--- config.mk ---
export PLATFORM = sky130hd
export DESIGN_NAME = cvw_serial_out
export DESIGN_NICKNAME = d
export VERILOG_FILES = /design/src/rtl/cvw_pkg.sv /design/src/rtl/cvw_sync_edge.sv /design/src/rtl/cvw_flag_cond.sv /design/src/rtl/cvw_period_timer.sv /design/src/rtl/cvw_shift_ctrl.sv /design/src/rtl/cvw_serial_out.sv
export SDC_FILE = /design/constraint.sdc
export NUM_CORES = 1
export LEC_CHECK = 0
export BUFFER_PORTS_ARGS = -buffer_cell sky130_fd_sc_hd__buf_2
export CORE_MARGIN = 1.5
export CORE_UTILIZATION = 48
export CTS_CLUSTER_SIZE = 40
export DETAILED_ROUTE_END_ITERATION = 10
export PLACE_DENSITY = 0.71
export SKIP_LAST_GASP = 1
export SYNTH_ARGS = -nofsm -noshare
export SYNTH_HDL_FRONTEND = slang
export SYNTH_SLANG_ARGS = --single-unit
--- constraint.sdc ---
create_clock -name clk -period 1.6 [get_ports clk]
set_input_delay 0.08 -clock clk [delete_from_list [all_inputs] [get_ports clk]]
set_output_delay 0.08 -clock clk [all_outputs]
set_load 0.02 [all_outputs]
--- src/rtl/cvw_pkg.sv ---
// Shared types for the flagged conversion word serial port.
// Assumes: a 24-bit frame and a result field of at most 20 bits.
package cvw_pkg;
    localparam int WORD_BITS  = 24;
    localparam int FIELD_BITS = 20;

    // Read-side states of the output word.
    typedef enum logic [1:0] {
        ST_IDLE  = 2'd0,   // nothing to offer, line high
        ST_READY = 2'd1,   // word framed, line low
        ST_SHIFT = 2'd2,   // host is clocking the word out
        ST_SENT  = 2'd3    // word fully read, line high
    } rd_state_t;
endpackage

--- src/rtl/cvw_sync_edge.sv ---
// Multi-bit level synchronizer with change detection.
// What it does: brings asynchronous host pins into the oscillator domain and
// flags the cycle in which each synchronized level changed.
// Assumes: each input holds its level for at least STAGES+1 clock cycles.
module cvw_sync_edge #(
    parameter int              N_SIG   = 2,
    parameter int              STAGES  = 2,
    parameter logic [N_SIG-1:0] RST_VAL = '0
) (
    input  logic             clk,
    input  logic             rst_n,
    input  logic [N_SIG-1:0] async_in,
    output logic [N_SIG-1:0] level,
    output logic [N_SIG-1:0] changed
);
    for (genvar g = 0; g < N_SIG; g++) begin : g_bit
        logic [STAGES-1:0] chain;
        logic              prev;

        // Shift the pin through the synchronizer and keep one delayed copy.
        always_ff @(posedge clk) begin
            if (!rst_n) begin
                chain <= {STAGES{RST_VAL[g]}};
                prev  <= RST_VAL[g];
            end else begin
                chain <= {chain[STAGES-2:0], async_in[g]};
                prev  <= chain[STAGES-1];
            end
        end

        assign level[g]   = chain[STAGES-1];
        assign changed[g] = chain[STAGES-1] ^ prev;
    end
endmodule

--- src/rtl/cvw_flag_cond.sv ---
// Oscillation flag stretcher and overrange pass-through.
// What it does: the oscillation flag is set for an unstable result and for the
// next OSC_HOLD results; after reset the first OSC_HOLD results are flagged.
// Assumes: conv_done is a one-cycle strobe.
module cvw_flag_cond #(
    parameter int OSC_HOLD = 4
) (
    input  logic clk,
    input  logic rst_n,
    input  logic conv_done,
    input  logic ovr_in,
    input  logic unstable_in,
    output logic word_ovr,
    output logic word_osc
);
    localparam int CW = $clog2(OSC_HOLD + 1);

    logic [CW-1:0] hold_cnt;

    // Count down the remaining flagged results; reload when unstable.
    always_ff @(posedge clk) begin
        if (!rst_n) begin
            hold_cnt <= CW'(OSC_HOLD);
        end else if (conv_done) begin
            if (unstable_in)         hold_cnt <= CW'(OSC_HOLD);
            else if (hold_cnt != '0) hold_cnt <= hold_cnt - 1'b1;
        end
    end

    assign word_ovr = ovr_in;
    assign word_osc = unstable_in || (hold_cnt != '0);

    AST_OSC_RELOAD: assert property (@(posedge clk) disable iff (!rst_n)
        (conv_done && unstable_in) |=> (hold_cnt == CW'(OSC_HOLD)));
    AST_OSC_COUNTDOWN: assert property (@(posedge clk) disable iff (!rst_n)
        (conv_done && !unstable_in && hold_cnt != '0) |=> (hold_cnt == $past(hold_cnt) - 1'b1));
endmodule

--- src/rtl/cvw_period_timer.sv ---
// Conversion period timer.
// What it does: counts oscillator cycles since the last done strobe. It raises
// drop_now in the cycle that makes the withdrawal take effect exactly
// HOLD_CYCLES cycles before the next strobe is due.
// Assumes: strobes arrive every CONV_CYCLES cycles and HOLD_CYCLES < CONV_CYCLES - 1.
module cvw_period_timer #(
    parameter int CONV_CYCLES = 400,
    parameter int HOLD_CYCLES = 17
) (
    input  logic clk,
    input  logic rst_n,
    input  logic conv_done,
    output logic drop_now
);
    localparam int TW      = $clog2(CONV_CYCLES + 1);
    localparam int DROP_AT = CONV_CYCLES - HOLD_CYCLES - 1;

    logic [TW-1:0] elapsed;

    // Restart on each strobe and saturate at one full period.
    always_ff @(posedge clk) begin
        if (!rst_n)                               elapsed <= TW'(CONV_CYCLES);
        else if (conv_done)                       elapsed <= '0;
        else if (elapsed != TW'(CONV_CYCLES))     elapsed <= elapsed + 1'b1;
    end

    assign drop_now = (elapsed == TW'(DROP_AT)) && !conv_done;

    AST_TIMER_BOUND: assert property (@(posedge clk) disable iff (!rst_n)
        elapsed <= TW'(CONV_CYCLES));
endmodule

--- src/rtl/cvw_shift_ctrl.sv ---
// Output word register and read sequencer.
// What it does: latches a framed word on each done strobe unless a read is in
// progress, announces it with a low line, and shifts one bit per falling
// serial clock edge. It also handles aborts and withdrawals.
// Assumes: all control inputs are already in the oscillator domain.
module cvw_shift_ctrl
    import cvw_pkg::*;
(
    input  logic                 clk,
    input  logic                 rst_n,
    input  logic                 conv_done,
    input  logic [WORD_BITS-1:0] word_in,
    input  logic                 cs_low,
    input  logic                 cs_rise,
    input  logic                 sclk_rise,
    input  logic                 sclk_fall,
    input  logic                 drop_now,
    output logic                 data_bit
);
    localparam logic [4:0] LAST_BIT = 5'(WORD_BITS - 1);

    rd_state_t            st;
    logic [WORD_BITS-1:0] shreg;
    logic [4:0]           bidx;

    // Read state, word register and bit pointer.
    always_ff @(posedge clk) begin
        if (!rst_n) begin
            st    <= ST_IDLE;
            shreg <= '0;
            bidx  <= LAST_BIT;
        end else begin
            case (st)
                ST_IDLE, ST_SENT: begin
                    if (conv_done) begin
                        st    <= ST_READY;
                        shreg <= word_in;
                    end
                end
                ST_READY: begin
                    if (conv_done) begin
                        shreg <= word_in;
                    end else if (drop_now) begin
                        st <= ST_IDLE;
                    end else if (cs_low && sclk_rise) begin
                        st   <= ST_SHIFT;
                        bidx <= LAST_BIT;
                    end
                end
                ST_SHIFT: begin
                    if (cs_rise) begin
                        st <= ST_IDLE;
                    end else if (sclk_fall) begin
                        if (bidx == '0) st   <= ST_SENT;
                        else            bidx <= bidx - 1'b1;
                    end
                end
                default: st <= ST_IDLE;
            endcase
        end
    end

    // Line level: low when ready, current bit while shifting, high otherwise.
    always_comb begin
        case (st)
            ST_READY: data_bit = 1'b0;
            ST_SHIFT: data_bit = shreg[bidx];
            default:  data_bit = 1'b1;
        endcase
    end

    AST_READ_LOCKOUT: assert property (@(posedge clk) disable iff (!rst_n)
        (st == ST_SHIFT && conv_done && !cs_rise) |=> (st != ST_READY && $stable(shreg)));
    AST_CS_ABORT: assert property (@(posedge clk) disable iff (!rst_n)
        (st == ST_SHIFT && cs_rise) |=> (st == ST_IDLE));
    AST_WORD_END: assert property (@(posedge clk) disable iff (!rst_n)
        (st == ST_SHIFT && !cs_rise && sclk_fall && bidx == '0) |=> (st == ST_SENT));
    AST_EARLY_DROP: assert property (@(posedge clk) disable iff (!rst_n)
        (st == ST_READY && drop_now) |=> (st == ST_IDLE));
    AST_HOLD_WHILE_DESEL: assert property (@(posedge clk) disable iff (!rst_n)
        (st == ST_READY && !cs_low && !drop_now) |=> (st == ST_READY));
endmodule

--- src/rtl/cvw_serial_out.sv ---
// Flagged conversion word serial output port (top).
// What it does: frames each completed result with its flags and offers it on a
// serial line that also signals readiness.
// Assumes: RES_BITS is 16 or 20; cs_n and sclk are asynchronous to clk and
// each level lasts at least three clk cycles.
module cvw_serial_out
    import cvw_pkg::*;
#(
    parameter int RES_BITS    = 20,
    parameter int CONV_CYCLES = 400,
    parameter int HOLD_CYCLES = 17,
    parameter int OSC_HOLD    = 4,
    parameter int SYNC_STAGES = 2
) (
    input  logic                clk,
    input  logic                rst_n,
    input  logic                conv_done,
    input  logic [RES_BITS-1:0] conv_result,
    input  logic                conv_ovr,
    input  logic                mod_unstable,
    input  logic                cs_n,
    input  logic                sclk,
    output logic                sdo,
    output logic                sdo_oe
);
    localparam int SCK_IDX = 0;
    localparam int CS_IDX  = 1;

    logic [1:0]            pin_lvl;
    logic [1:0]            pin_chg;
    logic                  word_ovr;
    logic                  word_osc;
    logic                  drop_now;
    logic [FIELD_BITS-1:0] field;
    logic [WORD_BITS-1:0]  framed;

    cvw_sync_edge #(
        .N_SIG   (2),
        .STAGES  (SYNC_STAGES),
        .RST_VAL (2'b10)
    ) sync_i (
        .clk      (clk),
        .rst_n    (rst_n),
        .async_in ({cs_n, sclk}),
        .level    (pin_lvl),
        .changed  (pin_chg)
    );

    cvw_flag_cond #(.OSC_HOLD(OSC_HOLD)) flags_i (
        .clk         (clk),
        .rst_n       (rst_n),
        .conv_done   (conv_done),
        .ovr_in      (conv_ovr),
        .unstable_in (mod_unstable),
        .word_ovr    (word_ovr),
        .word_osc    (word_osc)
    );

    cvw_period_timer #(
        .CONV_CYCLES (CONV_CYCLES),
        .HOLD_CYCLES (HOLD_CYCLES)
    ) timer_i (
        .clk       (clk),
        .rst_n     (rst_n),
        .conv_done (conv_done),
        .drop_now  (drop_now)
    );

    // Result field: full width, or zero-padded above a narrower result.
    if (RES_BITS == FIELD_BITS) begin : g_wide
        assign field = conv_result;
    end else begin : g_narrow
        assign field = {{(FIELD_BITS - RES_BITS){1'b0}}, conv_result};
    end

    assign framed = {1'b0, word_ovr, word_osc, 1'b0, field};

    cvw_shift_ctrl shift_i (
        .clk       (clk),
        .rst_n     (rst_n),
        .conv_done (conv_done),
        .word_in   (framed),
        .cs_low    (!pin_lvl[CS_IDX]),
        .cs_rise   (pin_lvl[CS_IDX] && pin_chg[CS_IDX]),
        .sclk_rise (pin_lvl[SCK_IDX] && pin_chg[SCK_IDX]),
        .sclk_fall (!pin_lvl[SCK_IDX] && pin_chg[SCK_IDX]),
        .drop_now  (drop_now),
        .data_bit  (sdo)
    );

    assign sdo_oe = !cs_n;

    AST_FRAME_ZEROS: assert property (@(posedge clk) disable iff (!rst_n)
        conv_done |-> (!framed[23] && !framed[20]));
    AST_PAD_ZERO: assert property (@(posedge clk) disable iff (!rst_n)
        conv_done |-> (RES_BITS == FIELD_BITS || framed[19:16] == 4'd0));
endmodule

Yosys cells after proc, flatten, opt, wreduce, memory -nomap -nowiden
Cells that the tools add are included.

Bits in registers: 47. Input bits: 27. Output and inout bits: 2. Word-level logic and storage cells: 77.

Add/sub/neg operators: 3. $lt $le $gt $ge: 1. Eq/ne operators: 15. Mux-type cells: 22. Bitwise logic cells: 3. Reductions and logical operators: 23.

Operator list (number): 5-bit two-way mux (6); 9-bit two-way mux (2); 2-bit two-way mux (7); 2-bit inequality test (second input constant) (5); 5-bit one-hot mux with 2 select lines (1); 9-bit by 1-bit adder with 9-bit output (second input constant) (1); 9-bit equality test (second input constant) (1); 9-bit inequality test (second input constant) (1); 7-bit AND reduction (1); 5-bit by 6-bit less-than comparator with 1-bit output (second input constant) (1); 3-bit two-way mux (2); 3-bit by 1-bit inequality test with 1-bit output (second input constant) (2); 2-bit one-hot mux with 3 select lines (1); 2-bit nonzero test (3); 1-bit binary-select mux with 5-bit select (1); 1-bit logical AND (5); 5-bit logical NOT (1); 5-bit AND reduction (1); 5-bit by 1-bit subtractor with 5-bit output (second input constant) (1); 2-bit equality test (second input constant) (2); 1-bit logical NOT (4); 2-bit by 1-bit inequality test with 1-bit output (second input constant) (2); 2-bit AND reduction (2); 2-bit OR reduction (2); 11 further kinds (12).

Depth between registers and ports, before layout
Depth in word-level cells: 7. Depth in mapped cells: 8. Depth with buffers taken out: 7.

Modules after synthesis
From an unflattened synthesis, not the netlist that was laid out.

Cell total of the unflattened synthesis: 292. Area total of the unflattened synthesis: 2437.3 µm².

Modules (own cells, without submodules): cvw_shift_ctrl (times used 1, cells each 192, area an instance 1534.0 µm², sequential area each 620.6 µm²); cvw_period_timer (times used 1, cells each 56, area an instance 490.5 µm², sequential area each 180.2 µm²); cvw_sync_edge (times used 1, cells each 16, area an instance 190.2 µm², sequential area each 120.1 µm²); cvw_flag_cond (times used 1, cells each 22, area an instance 188.9 µm², sequential area each 60.1 µm²); cvw_serial_out (times used 1, cells each 6, area an instance 33.8 µm², sequential area each 0.0 µm²).

Least setup slack after synthesis
OpenSTA, ideal clock, no wires.

Kind: register -> register. Start: reg shift_i.bidx[0]. End: reg shift_i.bidx[3]. Library setup time: 117 ps. Arrival: 1514 ps. Required time: 1483 ps. Path slack: -32 ps. Cell stages (with the launch flop): 9. Buffers on the path: 1. Clock period less this slack: 1632 ps. Cells stage by stage: dfxtp_1 -> buf_6 -> inv_1 -> ha_1 -> nor4b_4 -> nand3b_1 -> o21ai_0 -> nand2_1 -> a32o_1.

Cells in the longest elaborated chain, start to end: 5. Elaborated cells between the ends (all ways): 8. Classes of those cells: add/sub: 1; eq/ne: 1; mux: 4; reduce/logical: 2.

RTL lines: start, declared (line cvw_shift_ctrl.sv:24) `logic [4:0] bidx;`; start signal, assigned (line cvw_shift_ctrl.sv:55) `else bidx <= bidx - 1'b1;`; 5-bit by 1-bit subtractor with 5-bit output (line cvw_shift_ctrl.sv:55); 5-bit two-way mux (line cvw_shift_ctrl.sv:54) `if (bidx == '0) st <= ST_SENT;`; 5-bit two-way mux (line cvw_shift_ctrl.sv:53) `end else if (sclk_fall) begin`; 5-bit two-way mux (line cvw_shift_ctrl.sv:51) `if (cs_rise) begin`; 5-bit one-hot mux with 2 select lines (line cvw_shift_ctrl.sv:33) `case (st)`.

Parallel ways exist; a longest one is shown, timed or not. The select of a mux whose other input is x is not followed. A chain may end at the register's enable or synchronous reset.

Final worst setup path
Start: reg shift_i.bidx[0]. End: out sdo.

Cells in the longest elaborated chain, start to end: 3.

RTL lines: 1-bit binary-select mux with 5-bit select (line cvw_shift_ctrl.sv:67) `ST_SHIFT: data_bit = shreg[bidx];`; 1-bit two-way mux (not written as such) (line cvw_shift_ctrl.sv:67); 1-bit one-hot mux with 2 select lines (line cvw_shift_ctrl.sv:65) `case (st)`; end, declared (line cvw_serial_out.sv:23) `output logic sdo,`.

No other way between the ends. The select of a mux whose other input is x is not followed.

==> metrics list <==
- The flow ran to the end, but the final reports show violations.
* Violations in the final reports: setup timing
- Power Density: roughly 880 nW/um2
* Total track usage: around a fifth
* Required time worst endpoint: around 1.5 ns
- Worst-case headroom to the max-slew limit: 78.39%
- Hold Path End: shift_i.shreg[0]
- At the pin with the least slew margin, the transition time is 0.3221 ns.
- Final Hold Fails: 0
- In this run the remaining antenna-violating nets after routing total 0.
* Post-CTS clock slew at the launch and capture registers of the worst setup and hold paths: 0.09 ns
- Setup ws final: -0.4094 ns
- Largest vdd supply drop: 0.5923 mV
- Via/cell ratio: 5.319
- Compared with the post-synthesis result, the final layout area differs by 29.03%.
- The worst hold path passes through 3 cells.
* Cell area after technology mapping: 2323 um2
- Startpoint of the tightest hold check path: conv_result[0]
* Die Footprint: 5267 um2
- Tcrit/Tclk final: 125.6%
- Clock tree root driver cell: sky130_fd_sc_hd__clkbuf_8
- Entering global routing, the biggest net connects 23 pins.
- The first global-routing pass estimated approximately 8700 um of wire.
* Net total in the final layout: 369
- Kind of capture point of the worst setup path: output pin
* Time the worst path needs with I/O delays and setup: 2.009 ns
- Clock tree synthesis inserted a total of 5 buffers.
* Total number of yosys warnings: 0
- Number of max-slew violations in the final report: 0
- Summing the areas of all fa, ha and maj instances in the mapped netlist gives 4.308% of the synthesized area.
- The share of the Yosys chip area taken by registers is 40.50%.
* Maximum clock insertion buffer count: 2
- For this block, the via count after detailed routing is 2069.
* Last weighted congestion value of the routability-driven placer: between 0.7 and 0.8
* I/O Buffers: 28
- In this run the core area contains 25 standard-cell rows.
- In the final layout, the share of cells above drive strength 1 is 32.24%.
* Worst min-delay path category: primary input to flop
- The first routing iteration left 121 violations.
* Post-Synthesis Net Count: 308
- After synthesis the netlist holds a flip-flop and latch count of 47.
* Detailed Route WL: 5072 um
* Area contributors post-synth: sky130_fd_sc_hd__dfxtp_1, sky130_fd_sc_hd__nand2_1, sky130_fd_sc_hd__a21oi_1, sky130_fd_sc_hd__ha_1, sky130_fd_sc_hd__nand2b_1
* Number of flops mapped to enable cells by yosys: 0
- Proportion of synthesized flip-flops having asynchronous set or reset: 0%
- In this run the vertical extent of the chip is ~73 um.
* Xor/xnor cell area share of the yosys netlist: around 2.3%
- Clock tree from TritonCTS: yes
- The initial antenna violation count was 0.
- Flip-flop cell with the highest count after synthesis: sky130_fd_sc_hd__dfxtp_1
* I/O pins: 29
* Vias in the first global route: 2040
* Gate Count Post-Synth: 273
* Synth top area share: about two fifths
- By area, the combinational part of the netlist is dominated by simple AND/OR/NAND/NOR gates.
- Critical path launch point type: flop
* Standard cell core area: 4692 um2
* Number of sinks handled by clock tree synthesis: 47
- Of all nets on the critical path, the largest fanout is 6.
* Final setup viols: 6
- Dividing the synthesized area by the synthesized cell count gives 8.511 um2.
- Power after layout: 2.643 mW
- Leaving out filler cells and counting taps, the final layout contains 389.
- The wire-length estimate of the detail-placed layout is 3484 um.
* Worst r2r src: shift_i.bidx[0]
- Lkg Pwr: approximately 1.2 nW
- Width of the die: a little over 70 um
- Crit path kind: flop to output pin
- The number of cells on the worst reg-to-reg path is 9.
* Register-to-Register Setup Slack: -0.15 ns
- Dividing the detail-routed wire length by the instance count gives approximately 13 um.
* Remaining design rule violation count: 0
- Share of the synthesized area in compound gates (AO/OA/AOI/OAI): 15.67%
* Data arrival, critical path: 1.93 ns
- The portion of synthesized area spent on multiplexers is between 6 and 7%.
- Across the run, the number of max-cap violations was 0.
- In this run the number of H-tree levels came out at 2.
- Setup repair after global routing could not meet its margin everywhere.
- The number of antenna diodes in the final layout is 0.
* Grt ovf: 0
- sky130_fd_sc_hd__dfxtp_1 takes more of the synthesized area than any other cell.
* Clk Latency, worst-skew pair: 0.31 ns
- The synthesized netlist contains 48 unique library cells.
- On the final layout, the worst clock skew is 0.01012 ns.
- Once placement completed, the tool counted placed cells totaling 365.
* Drt pass-1 iters: 4
* Simple-gate portion of the synthesized area: 25.74%
* Initial Util: 49.52%
- Worst reg2reg endpoint: shift_i.bidx[1]
- Timing would allow up to between 400 and 500 MHz.
state kept, by name, indices dropped and copies added, names as in the netlist:
register / cells
sync_i.g_bit.chain: 4
shift_i.shreg: 22
timer_i.elapsed: 9
sync_i.g_bit.prev: 2
shift_i.bidx: 5
shift_i.st: 2
flags_i.hold_cnt: 3
report_power, final:
group          leakage [nW]  switching [mW]  internal (mW)
logic                 0.818           0.311          0.319
registers             0.387          0.0490           1.25
clock network        0.0402           0.410          0.304
cell usage after synthesis, types with 3 or more instances:
cell,count
sky130_fd_sc_hd__nand2_1,57
sky130_fd_sc_hd__dfxtp_1,47
sky130_fd_sc_hd__a21oi_1,25
sky130_fd_sc_hd__nor2_1,16
sky130_fd_sc_hd__inv_1,12
sky130_fd_sc_hd__o21ai_0,12
sky130_fd_sc_hd__nand2b_1,11
sky130_fd_sc_hd__clkbuf_1,9
sky130_fd_sc_hd__ha_1,8
sky130_fd_sc_hd__mux2i_1,6
sky130_fd_sc_hd__nand3_1,6
sky130_fd_sc_hd__and2_1,4
sky130_fd_sc_hd__buf_2,4
sky130_fd_sc_hd__nor3_1,4
sky130_fd_sc_hd__nand3b_1,3
sky130_fd_sc_hd__nand4b_1,3
sky130_fd_sc_hd__nor2b_1,3
sky130_fd_sc_hd__xnor2_1,3
sky130_fd_sc_hd__xor2_1,3
worst max-delay path by stage:
stage	from	endpoint	depth (start not counted)
2_1_floorplan	shift_i.bidx[0]	shift_i.bidx[3]	8
3_3_place_gp	shift_i.bidx[0]	shift_i.bidx[3]	8
3_5_place_dp	shift_i.bidx[0]	shift_i.bidx[3]	8
4_1_cts	shift_i.bidx[1]	sdo	7
5_1_grt	shift_i.bidx[1]	sdo	7
6_report	shift_i.bidx[0]	sdo	6
stage by stage:
step / worst slack (ns) / hold WS (ns) / TNS, ns / util (%) / cell area, um2
after CTS: -0.3676 / 0.002947 / -1.058 / 62.29 / 2923
after floorplan: 0.008362 / 0.2073 / 0 / - / 2323
after detailed placement: -0.1713 / 0.2776 / -0.6550 / 56.59 / 2655
after global routing: -0.4866 / 0.004255 / -1.376 / 63.89 / 2998
final: -0.4094 / 0.0001134 / -0.8633 / 63.89 / 2998
after global placement: -0.07945 / 0.2717 / -0.1685 / 56.59 / 2655
final cells by class:
type	instances	area [um2]
flip-flops and latches	47	954.7
well taps	54	67.56
repair buffers	69	485.5
multi-input cells	198	1350
fillers	397	1694
clock inverters	3	20.02
clock buffers	5	68.82
inverters	13	51.30
worst max-delay path, stage by stage, from the launching register on:
cell	delay, ns
sky130_fd_sc_hd__dfxtp_2	0.37
sky130_fd_sc_hd__buf_6	0.15
sky130_fd_sc_hd__mux4_2	0.52
sky130_fd_sc_hd__a22oi_2	0.19
sky130_fd_sc_hd__o22ai_1	0.10
sky130_fd_sc_hd__a21o_1	0.17
sky130_fd_sc_hd__buf_6	0.13
timing repair:
| action | in CTS | in global routing |
|---|---|---|
| endpoints found under the setup margin | 7 | 10 |
| hold endpoints to repair | 2 | 1 |
| hold buffers | 2 | 1 |
| pin swaps | 13 | 13 |
| gates resized for setup | 22 | 16 |
| gates cloned | 0 | 0 |
| buffers inserted | 12 | 3 |
routing by layer:
metal	wire (um)	GRT usage [%]	part of all wire [%]	vias to the layer above
met2	2543	37.61	50	25
met3	132	4.006	2.6	5
met1	2329	24.18	46	988
met4	66	6.918	1.3	0
li1	-	-	-	1051
met5	0	0	0	-
cell usage in the layout, fill, tap and decap left out, types with 4 or more instances in the layout:
cell type                   n
sky130_fd_sc_hd__nor2_1    16
sky130_fd_sc_hd__dfxtp_1   40
sky130_fd_sc_hd__inv_1     10
sky130_fd_sc_hd__a21oi_1   25
sky130_fd_sc_hd__dfxtp_2    5
sky130_fd_sc_hd__mux2i_1    5
sky130_fd_sc_hd__nand2_1   56
sky130_fd_sc_hd__clkbuf_8   5
sky130_fd_sc_hd__buf_4     34
sky130_fd_sc_hd__nand3_1    6
sky130_fd_sc_hd__o21ai_0    8
sky130_fd_sc_hd__ha_1       6
sky130_fd_sc_hd__buf_6      4
sky130_fd_sc_hd__o21ai_1    5
sky130_fd_sc_hd__buf_2     27
sky130_fd_sc_hd__nand2b_1  10
sky130_fd_sc_hd__and2_1     4
kinds of logic (layout without fill, tap and decap cells):
group,Yosys count,after routing
and+or+nand+nor,118,118
adders and majority gates,8,8
DFF,47,47
xor gates and xnor gates,6,6
muxes,10,10
buffers and inverters,28,90
AOI/OAI and AO/OA,56,56
No activity file was read; power rests on OpenSTA's default activity.
